<file path="config.mk">
export PLATFORM = sky130hd
export DESIGN_NAME = i2c_dir_tracker
export DESIGN_NICKNAME = d
export VERILOG_FILES = /design/src/rtl/i2c_trk_pkg.sv /design/src/rtl/i2c_bus_cond.sv /design/src/rtl/i2c_bit_frame.sv /design/src/rtl/i2c_flag_ctrl.sv /design/src/rtl/i2c_dir_tracker.sv
export SDC_FILE = /design/constraint.sdc
export NUM_CORES = 1
export LEC_CHECK = 0
export BUFFER_PORTS_ARGS = -buffer_cell sky130_fd_sc_hd__buf_2
export CORE_MARGIN = 5
export CORE_UTILIZATION = 45
export DETAILED_ROUTE_END_ITERATION = 16
export PLACE_DENSITY = 0.74
export SKIP_CTS_REPAIR_TIMING = 1
export SLEW_MARGIN = 20
export SYNTH_ARGS = -nofsm -noshare
export SYNTH_HDL_FRONTEND = slang
export SYNTH_SLANG_ARGS = --single-unit
</file>
<file path="constraint.sdc">
create_clock -name clk -period 3.8 [get_ports clk]
set_clock_uncertainty 0.15 [all_clocks]
set_input_delay 0.38 -clock clk [delete_from_list [all_inputs] [get_ports clk]]
set_output_delay 0.38 -clock clk [all_outputs]
set_load 0.05 [all_outputs]
</file>
<file path="src/rtl/i2c_trk_pkg.sv">
package i2c_trk_pkg;

    // Bus events, valid for one clock after the synchronizer
    typedef struct packed {
        logic start;  // SDA fell while SCL high
        logic stop;   // SDA rose while SCL high
        logic rise;   // SCL rising edge
        logic fall;   // SCL falling edge
        logic sda;    // synchronized SDA level
    } bus_ev_t;

endpackage

</file>
<file path="src/rtl/i2c_bus_cond.sv">
module i2c_bus_cond
    import i2c_trk_pkg::*;
#(
    parameter int SYNC_STAGES = 2
) (
    input  logic    clk,
    input  logic    rst_n,
    input  logic    scl_in,
    input  logic    sda_in,
    output bus_ev_t ev
);

    localparam int TOP = SYNC_STAGES - 1;

    typedef struct packed {
        logic [SYNC_STAGES-1:0] scl_sh;
        logic [SYNC_STAGES-1:0] sda_sh;
        logic                   scl_p;
        logic                   sda_p;
    } sync_st_t;

    sync_st_t st_d, st_q;

    always_comb begin
        st_d        = st_q;
        st_d.scl_sh = {st_q.scl_sh[SYNC_STAGES-2:0], scl_in};
        st_d.sda_sh = {st_q.sda_sh[SYNC_STAGES-2:0], sda_in};
        st_d.scl_p  = st_q.scl_sh[TOP];
        st_d.sda_p  = st_q.sda_sh[TOP];
    end

    always_ff @(posedge clk or negedge rst_n) begin
        if (!rst_n) begin
            st_q <= '1;  // idle bus is high
        end else begin
            st_q <= st_d;
        end
    end

    logic scl_c, sda_c;
    assign scl_c = st_q.scl_sh[TOP];
    assign sda_c = st_q.sda_sh[TOP];

    always_comb begin
        ev.start = scl_c & st_q.scl_p & st_q.sda_p & ~sda_c;
        ev.stop  = scl_c & st_q.scl_p & ~st_q.sda_p & sda_c;
        ev.rise  = scl_c & ~st_q.scl_p;
        ev.fall  = ~scl_c & st_q.scl_p;
        ev.sda   = sda_c;
    end

endmodule

</file>
<file path="src/rtl/i2c_bit_frame.sv">
module i2c_bit_frame
    import i2c_trk_pkg::*;
#(
    parameter int ADDR_W        = 7,
    parameter int BITS_PER_BYTE = 9
) (
    input  logic              clk,
    input  logic              rst_n,
    input  bus_ev_t           ev,
    output logic              rw_edge,
    output logic [ADDR_W-1:0] rx_addr,
    output logic              data_phase
);

    localparam int             CNT_W  = $clog2(BITS_PER_BYTE + 1);
    localparam logic [CNT_W-1:0] LAST   = CNT_W'(BITS_PER_BYTE);
    localparam logic [CNT_W-1:0] RW_IDX = CNT_W'(BITS_PER_BYTE - 2);
    localparam logic [CNT_W-1:0] ONE    = CNT_W'(1);

    typedef struct packed {
        logic [CNT_W-1:0]  cnt;
        logic              first;
        logic [ADDR_W-1:0] shift;
        logic              dph;
    } frame_st_t;

    frame_st_t fr_d, fr_q;

    always_comb begin
        fr_d = fr_q;
        if (ev.start) begin
            fr_d.cnt   = '0;
            fr_d.first = 1'b1;
            fr_d.dph   = 1'b0;
        end else if (ev.stop) begin
            fr_d.first = 1'b0;
            fr_d.dph   = 1'b0;
        end else begin
            if (ev.rise) begin
                fr_d.cnt   = (fr_q.cnt == LAST) ? ONE : fr_q.cnt + ONE;
                fr_d.shift = {fr_q.shift[ADDR_W-2:0], ev.sda};
            end
            if (ev.fall && fr_q.first && fr_q.cnt == LAST) begin
                fr_d.first = 1'b0;
                fr_d.dph   = 1'b1;
            end
        end
    end

    always_ff @(posedge clk or negedge rst_n) begin
        if (!rst_n) begin
            fr_q <= '0;
        end else begin
            fr_q <= fr_d;
        end
    end

    assign rw_edge    = ev.rise & fr_q.first & (fr_q.cnt == RW_IDX);
    assign rx_addr    = fr_q.shift;
    assign data_phase = fr_q.dph;

endmodule

</file>
<file path="src/rtl/i2c_flag_ctrl.sv">
module i2c_flag_ctrl
    import i2c_trk_pkg::*;
#(
    parameter int ADDR_W = 7
) (
    input  logic              clk,
    input  logic              rst_n,
    input  bus_ev_t           ev,
    input  logic              rw_edge,
    input  logic [ADDR_W-1:0] rx_addr,
    input  logic [ADDR_W-1:0] own_addr,
    input  logic              mst_mode,
    input  logic              mst_start_gen,
    input  logic              mst_rw_bit,
    input  logic              exit_req,
    input  logic              wait_rel,
    input  logic              if_enable,
    input  logic              arb_lost,
    output logic              addr_match,
    output logic              xmit
);

    typedef struct packed {
        logic am;
        logic tx;
        logic en_p;
        logic arb_p;
    } flag_st_t;

    flag_st_t fl_d, fl_q;
    logic en_fall, arb_rise, am_clr, tx_clr;

    always_comb begin
        en_fall  = fl_q.en_p & ~if_enable;
        arb_rise = arb_lost & ~fl_q.arb_p;
        am_clr   = ev.start | ev.stop | exit_req | en_fall;
        tx_clr   = ev.stop | exit_req | en_fall | wait_rel | arb_rise
                 | (ev.start & ~mst_mode);

        fl_d       = fl_q;
        fl_d.en_p  = if_enable;
        fl_d.arb_p = arb_lost;

        if (am_clr) begin
            fl_d.am = 1'b0;
        end else if (rw_edge && rx_addr == own_addr) begin
            fl_d.am = 1'b1;
        end

        if (tx_clr) begin
            fl_d.tx = 1'b0;
        end else if (mst_mode && mst_start_gen) begin
            fl_d.tx = 1'b1;
        end else if (rw_edge) begin
            fl_d.tx = mst_mode ? ~mst_rw_bit : ev.sda;
        end
    end

    always_ff @(posedge clk or negedge rst_n) begin
        if (!rst_n) begin
            fl_q <= '0;
        end else begin
            fl_q <= fl_d;
        end
    end

    assign addr_match = fl_q.am;
    assign xmit       = fl_q.tx;

endmodule

</file>
<file path="src/rtl/i2c_dir_tracker.sv">
module i2c_dir_tracker
    import i2c_trk_pkg::*;
#(
    parameter int ADDR_W        = 7,
    parameter int SYNC_STAGES   = 2,
    parameter int BITS_PER_BYTE = 9
) (
    input  logic              clk,
    input  logic              rst_n,
    input  logic              scl_in,
    input  logic              sda_in,
    input  logic [ADDR_W-1:0] own_addr,
    input  logic              mst_mode,
    input  logic              mst_start_gen,
    input  logic              mst_rw_bit,
    input  logic              exit_req,
    input  logic              wait_rel,
    input  logic              if_enable,
    input  logic              arb_lost,
    output logic              addr_match,
    output logic              xmit,
    output logic              sda_oe
);

    bus_ev_t           bus_ev;
    logic              rw_edge;
    logic [ADDR_W-1:0] rx_addr;
    logic              data_phase;
    logic              stop_seen;

    i2c_bus_cond #(.SYNC_STAGES(SYNC_STAGES)) u_cond (
        .clk    (clk),
        .rst_n  (rst_n),
        .scl_in (scl_in),
        .sda_in (sda_in),
        .ev     (bus_ev)
    );

    i2c_bit_frame #(.ADDR_W(ADDR_W), .BITS_PER_BYTE(BITS_PER_BYTE)) u_frame (
        .clk        (clk),
        .rst_n      (rst_n),
        .ev         (bus_ev),
        .rw_edge    (rw_edge),
        .rx_addr    (rx_addr),
        .data_phase (data_phase)
    );

    i2c_flag_ctrl #(.ADDR_W(ADDR_W)) u_flags (
        .clk           (clk),
        .rst_n         (rst_n),
        .ev            (bus_ev),
        .rw_edge       (rw_edge),
        .rx_addr       (rx_addr),
        .own_addr      (own_addr),
        .mst_mode      (mst_mode),
        .mst_start_gen (mst_start_gen),
        .mst_rw_bit    (mst_rw_bit),
        .exit_req      (exit_req),
        .wait_rel      (wait_rel),
        .if_enable     (if_enable),
        .arb_lost      (arb_lost),
        .addr_match    (addr_match),
        .xmit          (xmit)
    );

    assign sda_oe    = xmit & data_phase;
    assign stop_seen = bus_ev.stop;

endmodule

</file>
==> results of run 1 <==
[cell usage after synthesis]
master      n  share of area (%)
o211ai_1    1               0.70
nand3b_1    1               0.70
buf_2       1               0.46
nor2b_1     4                2.3
nor4_1      1               0.58
mux2_2      7                7.3
nand2_1     9                3.1
o2bb2ai_1   1               0.81
a21oi_1     3                1.4
nand2b_4    1                1.3
o21ai_1     1               0.46
ha_1        2                2.3
mux2i_1     1               0.93
nor3_1      1               0.46
a31o_1      1               0.81
inv_1       5                1.7
xor2_1      8                6.5
o31ai_1     1               0.70
nor3b_1     2                1.4
and3b_1     1               0.81
clkbuf_1    1               0.35
nor4_4      1                2.0
and2_1      1               0.58
dfrtp_1    17                 39
a31oi_1     2                1.2
a22o_1      1               0.81
nand3_1     2               0.93
o21ai_0     7                3.2
and3_1      1               0.58
nor2_1      2               0.70
dfstp_2     6                 15
xnor2_1     1               0.81
[how the worst min path moves through the flow]
| stage | endpoint | cells past startpoint |
|---|---|---|
| after CTS | u_frame.fr_q[10] | 1 |
| after floorplan | u_flags.addr_match | 0 |
| after global placement | u_cond.scl_c | 0 |
| after detailed placement | u_cond.ev[0] | 0 |
| final | u_flags.fl_q[1] | 1 |
| after global routing | u_flags.fl_q[0] | 1 |
[power breakdown]
part	switching [mW]	internal [mW]
combinational	0.0534	0.0666
clock	0.0673	0.0410
sequential	0.0431	0.294
[metal layers]
layer,vias up,GRT usage [%]
li1,372,-
met1,373,14.6
met2,13,20.3
met3,5,2.63
met4,0,8.41
met5,-,0
[area by class of cell]
type                            count  area [sq um]  share of cell area, %
Inverter                            5          18.8                   1.49
Timing Repair Buffer               23           130                   10.3
Tap cell                           28          35.0                   2.78
Clock buffer                        4          26.3                   2.08
Sequential cell                    23           583                   46.2
Multi-Input combinational cell     64           468                   37.1
[state kept, by name (all words and copies together) (netlist names)]
signal,flops
u_flags.xmit,1
u_frame.data_phase,1
u_cond.st_q,2
u_cond.ev,1
u_cond.scl_c,1
u_frame.rx_addr,7
u_cond.st_d,2
u_flags.fl_q,2
u_frame.fr_q,5
u_flags.addr_match,1
[cell families after synthesis]
| logic type | count (synthesis) |
|---|---|
| DFF | 23 |
| and+or+nand+nor | 27 |
| muxes | 8 |
| AOI/OAI and AO/OA | 18 |
| adders and majority gates | 2 |
| xor gates and xnor gates | 9 |
| buffers and inverters | 7 |
[worst max-delay path, delay by kind of cell (launching register included)]
kind             cells  cell delay [ns]
AND/OR/NAND/NOR      2             0.47
AO/OA/AOI/OAI        1             0.10
flip-flops           1             0.63
multiplexers         1             0.22
[stage by stage]
| step | instance area, sq um | utilization [%] | power, mW |
|---|---|---|---|
| final | 1260 | 55.9 | 0.565 |
| after global routing | 1260 | 55.9 | 0.611 |
| after CTS | 1230 | 54.6 | 0.574 |
| after detailed placement | 1200 | 53.4 | 0.462 |
| after global placement | 1200 | 53.4 | 0.454 |
| after floorplan | 1080 | - | 0.422 |
==> results.md, run 1 <==
- Startpoint Class: register
- Initial antenna violation count: 0
- Fillers: 206
- Clock Sinks: 23
- Clock-pin slew on the worst setup and hold paths: 0.11 ns
- Cells after Synth: 94
- Most frequent cells in the layout: buf_2, dfrtp_1, nand2_1
- Yosys reg bits: 23
- R2R depth: 4
- Worst Setup EP: u_flags.xmit
- Largest net degree at the start of global routing: 24
- Area growth from synthesis to layout: 16.9%
- DRT met1 WL: 753 um
- Initial core utilization: 47.8%
- Met3 wire length: 50 um
- CTS root buf: clkbuf_4
- CTS H-tree lvls: 1
- Post-Syn Area: 0.00108 sq mm
- Final WS setup: 2.12 ns
- First-pass GRT wire length: 3270 um
- Synth Area in Adders: 2.32%
- Mean post-synth cell area: 11.5 sq um
- RR Endpoint: u_flags.xmit
- Max Slew Vio Count: 0
- Max Freq: 597 MHz
- CTS tree: yes
- CTS Buf Count: 3
- R2R Path Start: u_cond.scl_c
- Compound-cell area share of the yosys netlist: 10.1%
- Top routing layer used: met4
- Crit path DAT: 1.72 ns
- Cell count after placement: 140
- Initial drt markers: 22
- Hold Startpoint: if_enable
- Fin Hold WS: 0.0402 ns
- Period utilization: 44.1%
- Reg2Reg Setup Slack: 2.12 ns
- CP Data Required Time: 3.84 ns
- NumNets Final: 140
- GRT Overall Usage: 12.5%
- Max Cap Viol: 0
- Pre-Repair DR Iteration Count: 4
- Synth cell types: 32
- Hold WC Path Type: input pin to register
- Max_slew headroom: 67.4%
- Vias in the first global route: 756
- Worst-Skew Late Latency: 0.31 ns
- Post-synthesis mux area share: 8.24%
- Worst path slowest cell: dfstp_2
- Min cycle time layout: 1.68 ns
- CP Max Fanout: 13
- Clock Tree Buf Depth: 2
- Post-Synth XOR/XNOR Area: 7.31%
- DRC: 0
- Dpl ws: 2.13 ns
- Cell Count, Final, Fillers Out: 147
- Sequential area share after synthesis: 54.1%
- Post-DP HPWL: 1400 um
- Setup TNS: 0 ns
- Crit. Startpoint: u_cond.scl_c
- Chip Width: 59.0 um
- Die height: 59.0 um
- Core area: 0.00225 sq mm
- ANT nets after route: 0
- Ys Warns: 0
- Power per cell area: 448 mW/mm^2
- Routed WL: 1790 um
- Routability cong.: 0.740
- Vias: 763
- CP max stage delay: 0.63 ns
- Largest family of logic cells by synthesized area: simple AND/OR/NAND/NOR gates
- Post-DR wirelength/cell: 12.2 um
- Measured slew at the worst slew-check pin: 0.488 ns
- Setup violations, final: 0
- Global route total overflow: 0
- Ant diodes: 0
- Crit Path Class: register to register
- Hold Vio Cnt, Final: 0
- Num rows: 17
- Share of cells above drive strength 1: 31.9%
- IO buf count: 20
- Worst VDD drop: 0.271 mV
- Metal2 WL: 940 um
- Commonest non-fill, non-tap cell in the layout: buf_2
- RSZ-0062 raised after global routing: false
- Number of vias per cell: 5.19
- Overall die area: 0.00348 sq mm
- I/O Pins: 21
- Leakage: 0.582 nW
- CP Capture Type: register
- Status: complete, no violations
- Synth Area in Simple Gates: 15.4%
- Post-synth net total: 114
- Worst path cell trace: nand2b_4, nor4_4, mux2i_1, a31oi_1
Note: power is estimated with default switching activity, not from simulation.
==> inputs of run 2 (changes only) <==
--- a/config.mk
+++ b/config.mk
@@ -9,7 +9,7 @@
 export CORE_MARGIN = 5
 export CORE_UTILIZATION = 45
 export DETAILED_ROUTE_END_ITERATION = 16
-export PLACE_DENSITY = 0.74
+export PLACE_DENSITY = 0.77
 export SKIP_CTS_REPAIR_TIMING = 1
 export SLEW_MARGIN = 20
 export SYNTH_ARGS = -nofsm -noshare
==> constraint.sdc (replaced) <==
create_clock -name clk -period 1.4 [get_ports clk]
set_clock_uncertainty 0.15 [all_clocks]
set_input_delay 0.14 -clock clk [delete_from_list [all_inputs] [get_ports clk]]
set_output_delay 0.14 -clock clk [all_outputs]
set_load 0.05 [all_outputs]
==> run 2 against run 1 <==
The run now ends with negative setup slack left. Setup slack worse by 2.2 ns. Critical path depth stayed put. Final cell count is 17% higher. Global-route usage is 0.95 points higher. Combinational power grew to 4.6 times the previous value. Clock power grew to 2.8 times the previous value. Total power grew to 3.1 times the previous value. Utilization is 12 points higher. Flip-flop and latch count stayed put. Wire length is 35% higher. Final area is 22% higher. Die area stayed put. Critical path type unchanged. Largest cell class unchanged.
==> results.md, run 2 (synthesis results as in run 1) <==
- Crit path DAT: 1.56 ns (-0.16 ns)
- Startpoint Class: register
- Pre-Repair DR Iteration Count: 4 (unchanged)
- Routability cong.: 0.704 (-4.9%)
- Cell depth of the worst setup path: 4 (unchanged)
- CP Max Fanout: 4 (-9)
- Crit. Startpoint: u_cond.scl_c
- Chip Width: 59.0 um (unchanged)
- RSZ-0062 raised after global routing: true
- Initial core utilization: 47.8% (unchanged)
- CP max stage delay: 0.58 ns (-0.05 ns)
- Commonest non-fill, non-tap cell in the layout: buf_2
- Hold WC Path Type: input pin to register
- Initial antenna violation count: 0 (unchanged)
- Total chip power: 1.77 mW (+210%)
- Max Cap Viol: 0 (unchanged)
- ANT nets after route: 0 (unchanged)
- Crit Path Class: register to register
- CTS tree: yes
- Worst VDD drop: 0.808 mV (+200%)
- Cell count after placement: 152 (+8.6%)
- Overall die area: 0.00348 sq mm (unchanged)
- DRC: 0 (unchanged)
- I/O Pins: 21 (unchanged)
- Ant diodes: 0 (unchanged)
- Routed WL: 2430 um (+35%)
- Met3 Resource Use GR: 4.61% (+2.0 points)
- CTS root buf: clkbuf_4
- Vias in the first global route: 843 (+12%)
- Num rows: 17 (unchanged)
- Area growth from synthesis to layout: 42.5%
- Fillers: 168 (-18%)
- Status: finished, violations left
- Failing checks: negative setup slack
- Max Slew Vio Count: 0 (unchanged)
- Max reg flops: 7 (unchanged)
- Placed inst area: 0.00132 sq mm (+9.2%)
- CP Data Required Time: 1.46 ns (-2.38 ns)
- Cell Count, Final, Fillers Out: 172 (+17%)
- Worst path slowest cell: dfstp_2
- Fin Hold WS: 0.0215 ns (-0.0188 ns)
- CP bufs+invs: 0 (unchanged)
- Power per cell area: 1150 mW/mm^2 (+160%)
- Post-DP HPWL: 1510 um (+7.9%)
- Max_slew headroom: 66.6% (-0.82 points)
- Vias: 868 (+14%)
- CTS Buf Count: 3 (unchanged)
- Largest net degree at the start of global routing: 24 (unchanged)
- First-pass GRT wire length: 3550 um (+8.7%)
- Min cycle time layout: 1.50 ns (-0.174 ns)
- Max Freq: 665 MHz (+12%)
- Clock Sinks: 23 (unchanged)
- IO buf count: 20 (unchanged)
- GR Util met1: 15.0% (+0.37 points)
- Initial drt markers: 11 (-50%)
- Hold Vio Cnt, Final: 0 (unchanged)
- Worst Setup EP: u_flags.xmit
- CP Capture Type: register
- CTS H-tree lvls: 1 (unchanged)
- R2R depth: 4 (unchanged)
- NumNets Final: 165 (+18%)
- Most frequent cells in the layout: buf_2, buf_4, dfrtp_1
- Die height: 59.0 um (unchanged)
- Worst path cell trace: nand2b_4, nor4_4, mux2i_1, a31oi_1
- Worst-Skew Late Latency: 0.31 ns (about the same)
- Reg2Reg Setup Slack: -0.10 ns (-2.23 ns)
- Global route total overflow: 0 (unchanged)
- Reg area: 583 sq um (unchanged)
- Setup TNS: -0.761 ns (-0.761 ns)
- Cell family with most CP delay: flip-flops
- GRT Overall Usage: 13.4% (+0.95 points)
- Clock Tree Buf Depth: 2 (unchanged)
- Met2 Usage GRT: 23.5% (+3.2 points)
- Multi-input gate area: 522 sq um (+11%)
- Setup violations, final: 12 (+12)
- Clock-pin slew on the worst setup and hold paths: 0.12 ns (about the same)
- Leakage: 0.731 nW (+26%)
- Share of cells above drive strength 1: 46.5% (+15 points)
- Core area: 0.00225 sq mm (unchanged)
- Post-DR wirelength/cell: 14.1 um (+16%)
- RR Endpoint: u_flags.xmit
- R2R Path Start: u_cond.scl_c
- Final WS setup: -0.103 ns (-2.23 ns)
- Measured slew at the worst slew-check pin: 0.501 ns (+0.0123 ns)
- GRT busiest layer: met2
- Period utilization: 107% (+63 points)
- Number of vias per cell: 5.05 (-2.8%)
- Final instance area: 0.00154 sq mm (+22%)
==> run 2: power breakdown <==
part	internal [mW]	switching, mW	leakage (nW)
clock	0.107	0.198	0.0177
combinational	0.331	0.215	0.441
sequential	0.798	0.120	0.272
==> run 2: final cells by class <==
class / instances / share of cell area, %
Clock buffer: 3 / 1.47
Clock inverter: 1 / 0.326
Inverter: 5 / 1.22
Multi-Input combinational cell: 64 / 34.0
Sequential cell: 23 / 37.9
Tap cell: 28 / 2.28
Timing Repair Buffer: 48 / 22.8
==> run 2: worst register-to-register path: stages, from the launching register on <==
cell and delay, ns:
dfstp_2 0.58, nand2b_4 0.08, nor4_4 0.28, mux2i_1 0.22
a31oi_1 0.09
==> run 2: per-stage QoR <==
step                util [%]  setup slack [ns]
floorplan                  -           -0.0517
global placement        58.4           -0.0684
detailed placement      58.4            -0.107
CTS                     59.6            -0.140
global route            68.1            -0.192
finish                  68.1            -0.103
==> run 2: worst min path at each step <==
stage                    start            endpoint  slack, ns  depth (start not counted)
floorplan                rst_n  u_flags.addr_match      -0.31                          0
global placement         rst_n  u_frame.rx_addr[4]      -0.01                          1
detailed placement       rst_n  u_frame.rx_addr[3]      -0.01                          1
CTS                      rst_n     u_flags.fl_q[1]      -0.38                          1
global route        mst_rw_bit        u_flags.xmit      0.009                          4
finish              mst_rw_bit        u_flags.xmit       0.02                          4
==> run 2: per-layer routing <==
metal	up-vias	routed length, um	part of all wire, %
met5	-	0	0
met4	0	19	0.78
met3	4	132	5.4
met2	18	1280	53
met1	422	997	41
li1	424	-	-
==> inputs of run 3 (changes only) <==
==> constraint.sdc (replaced) <==
create_clock -name clk -period 1.4 [get_ports clk]
set_clock_uncertainty 0.15 [all_clocks]
set_input_delay 0.14 -clock clk [delete_from_list [all_inputs] [get_ports clk]]
set_output_delay 0.14 -clock clk [all_outputs]
set_load 0.01 [all_outputs]
==> run 3 against run 2 <==
The run still ends with negative setup slack left. Register-to-register slack got worse by 0.04 ns. Maximum frequency fell by 2.4%. Via count fell by 1.8%. Final area fell by 2.2%. Utilization fell by 1.5 points. Total power fell by 0.42%. Final cell count fell by 1.7%. Hold slack got worse by 0.0094 ns. Count of clock-buffer cells in the layout did not move. Sequential power fell by 1%. Critical path type unchanged. Highest routed layer unchanged.
==> results.md, run 3 (synthesis results as in run 1) <==
- Worst VDD drop: 0.618 mV (-24%)
- IO buf count: 20 (unchanged)
- GR Util met1: 14.3% (-0.68 points)
- Core area: 0.00225 sq mm (unchanged)
- Ant diodes: 0 (unchanged)
- Clock network power share: 18.0% (+0.8 points)
- NetSw: 0.535 mW (+0.37%)
- R2R Path Start: u_cond.st_q[1]
- CTS root buf: clkbuf_4
- WHS Endpoint: u_flags.xmit
- Chip Width: 59.0 um (unchanged)
- Pre-Repair DR Iteration Count: 4 (unchanged)
- Measured slew at the worst slew-check pin: 0.501 ns (+0.000315 ns)
- Num rows: 17 (unchanged)
- Routed WL: 2440 um (+0.33%)
- Die height: 59.0 um (unchanged)
- Met3 Resource Use GR: 2.85% (-1.8 points)
- Layout Utilization: 66.6% (-1.5 points)
- Max Slew Vio Count: 0 (unchanged)
- Leakage: 0.713 nW (-2.4%)
- CP Capture Type: register
- Worst-Skew Late Latency: 0.32 ns (about the same)
- Cell-internal power: 1.23 mW (-0.76%)
- Failing checks: negative setup slack
- Crit Path Class: register to register
- Min cycle time layout: 1.54 ns (+0.0366 ns)
- Cell count after placement: 152 (unchanged)
- Period utilization: 110% (+2.6 points)
- Clock Tree Buf Depth: 2 (unchanged)
- Largest net degree at the start of global routing: 24 (unchanged)
- Initial antenna violation count: 0 (unchanged)
- Met2 Usage GRT: 23.5% (unchanged)
- Post-DP HPWL: 1580 um (+4.8%)
- Initial drt markers: 25 (+14)
- CTS Buf Count: 3 (unchanged)
- Overall die area: 0.00348 sq mm (unchanged)
- Status: finished, violations left
- Hold Startpoint: mst_rw_bit
- RSZ-0062 raised after global routing: true
- Post-DR wirelength/cell: 14.4 um (+2.1%)
- Commonest non-fill, non-tap cell in the layout: buf_2
- Max Freq: 650 MHz (-2.4%)
- CP Max Fanout: 4 (unchanged)
- First-pass GRT wire length: 3410 um (-4.1%)
- Final instance area: 0.00150 sq mm (-2.2%)
- CTS H-tree lvls: 1 (unchanged)
- Max Cap Viol: 0 (unchanged)
- GRT Overall Usage: 12.8% (-0.68 points)
- Final WS setup: -0.139 ns (-0.0366 ns)
- Logic pwr share: 30.3% (-0.6 points)
- Setup violations, final: 11 (-1)
- I/O Pins: 21 (unchanged)
- ANT nets after route: 0 (unchanged)
- Sequential share of power: 51.6% (-0.3 points)
- Initial core utilization: 47.8% (unchanged)
- R2R depth: 4 (unchanged)
- Share of cells above drive strength 1: 44.7% (-1.8 points)
- DRC: 0 (unchanged)
- Vias: 852 (-1.8%)
- CTS tree: yes
- Hold WC Path Type: input pin to register
- Cell Count, Final, Fillers Out: 169 (-1.7%)
- Total chip power: 1.76 mW (-0.42%)
- RR Endpoint: u_frame.rx_addr[2]
- Hold Vio Cnt, Final: 0 (unchanged)
- Crit path DAT: 1.61 ns (+0.05 ns)
- Most frequent cells in the layout: buf_2, dfrtp_1, buf_4
- Vias in the first global route: 836 (-0.83%)
- Max reg flops: 7 (unchanged)
- Power per cell area: 1170 mW/mm^2 (+1.8%)
- Startpoint Class: register
- GRT busiest layer: met2
- Max_slew headroom: 66.6% (about the same)
- WHS Path Cells: 4 (unchanged)
- CP Data Required Time: 1.47 ns (about the same)
- NumNets Final: 162 (-1.8%)
- Global route total overflow: 0 (unchanged)
- Area growth from synthesis to layout: 39.3%
- Crit. Startpoint: u_cond.st_q[1]
- Sw Ratio: 30.4% (+0.24 points)
- Placed inst area: 0.00132 sq mm (about the same)
- Number of vias per cell: 5.04 (-0.10%)
- Clock-pin slew on the worst setup and hold paths: 0.13 ns (about the same)
- Clock Sinks: 23 (unchanged)
- Routability cong.: 0.700 (-0.55%)
- Reg2Reg Setup Slack: -0.14 ns (-0.04 ns)
run 3: cell count changes in the layout (fill, tap and decap cells not counted), sizes merged:
| cell | previous run | this run |
|---|---|---|
| buf | 39 | 36 |
run 3: through the flow:
step | worst slack, ns | setup TNS, ns | hold slack, ns
after CTS | -0.107 | -0.610 | -0.370
after global placement | -0.0627 | -0.0951 | -0.0157
after global routing | -0.205 | -1.57 | 0.0594
after detailed placement | -0.0936 | -0.352 | -0.0155
final | -0.139 | -0.979 | 0.0121
after floorplan | -0.0455 | -0.146 | -0.306
run 3: cell type report:
class	instances	area, sq um
fill	175	752
multi-input combinational	64	520
tap	28	35.0
clock buffer	3	22.5
inverter	5	18.8
sequential	23	583
clock inverter	1	5.00
timing repair buffer	45	318
run 3: per-layer routing:
metal  vias to the layer above  part of all wire, %
li1                        415                    -
met1                       414                   40
met2                        18                   53
met3                         5                  4.8
met4                         0                  1.7
met5                         -                    0
run 3: worst max-delay path: stages, from the launching register on:
cell	delay, ns
dfstp_2	0.57
nand2b_4	0.15
buf_4	0.14
buf_4	0.14
mux2_4	0.30
run 3: power by group through the flow:
stage | Combinational (mW) | Sequential [mW] | Clock, mW
global route | 0.588 | 0.928 | 0.354
global placement | 0.441 | 0.910 | 0
floorplan | 0.278 | 0.904 | 0
CTS | 0.459 | 0.907 | 0.323
finish | 0.534 | 0.909 | 0.317
detailed placement | 0.454 | 0.921 | 0
run 3: how the worst max path moves through the flow:
stage | endpoint | slack [ns] | cells after the start
6_report | u_frame.rx_addr[2] | -0.14 | 4
5_1_grt | u_flags.xmit | -0.21 | 4
3_3_place_gp | u_flags.xmit | -0.06 | 5
2_1_floorplan | u_flags.xmit | -0.05 | 5
3_5_place_dp | u_flags.xmit | -0.09 | 5
4_1_cts | u_flags.xmit | -0.11 | 5
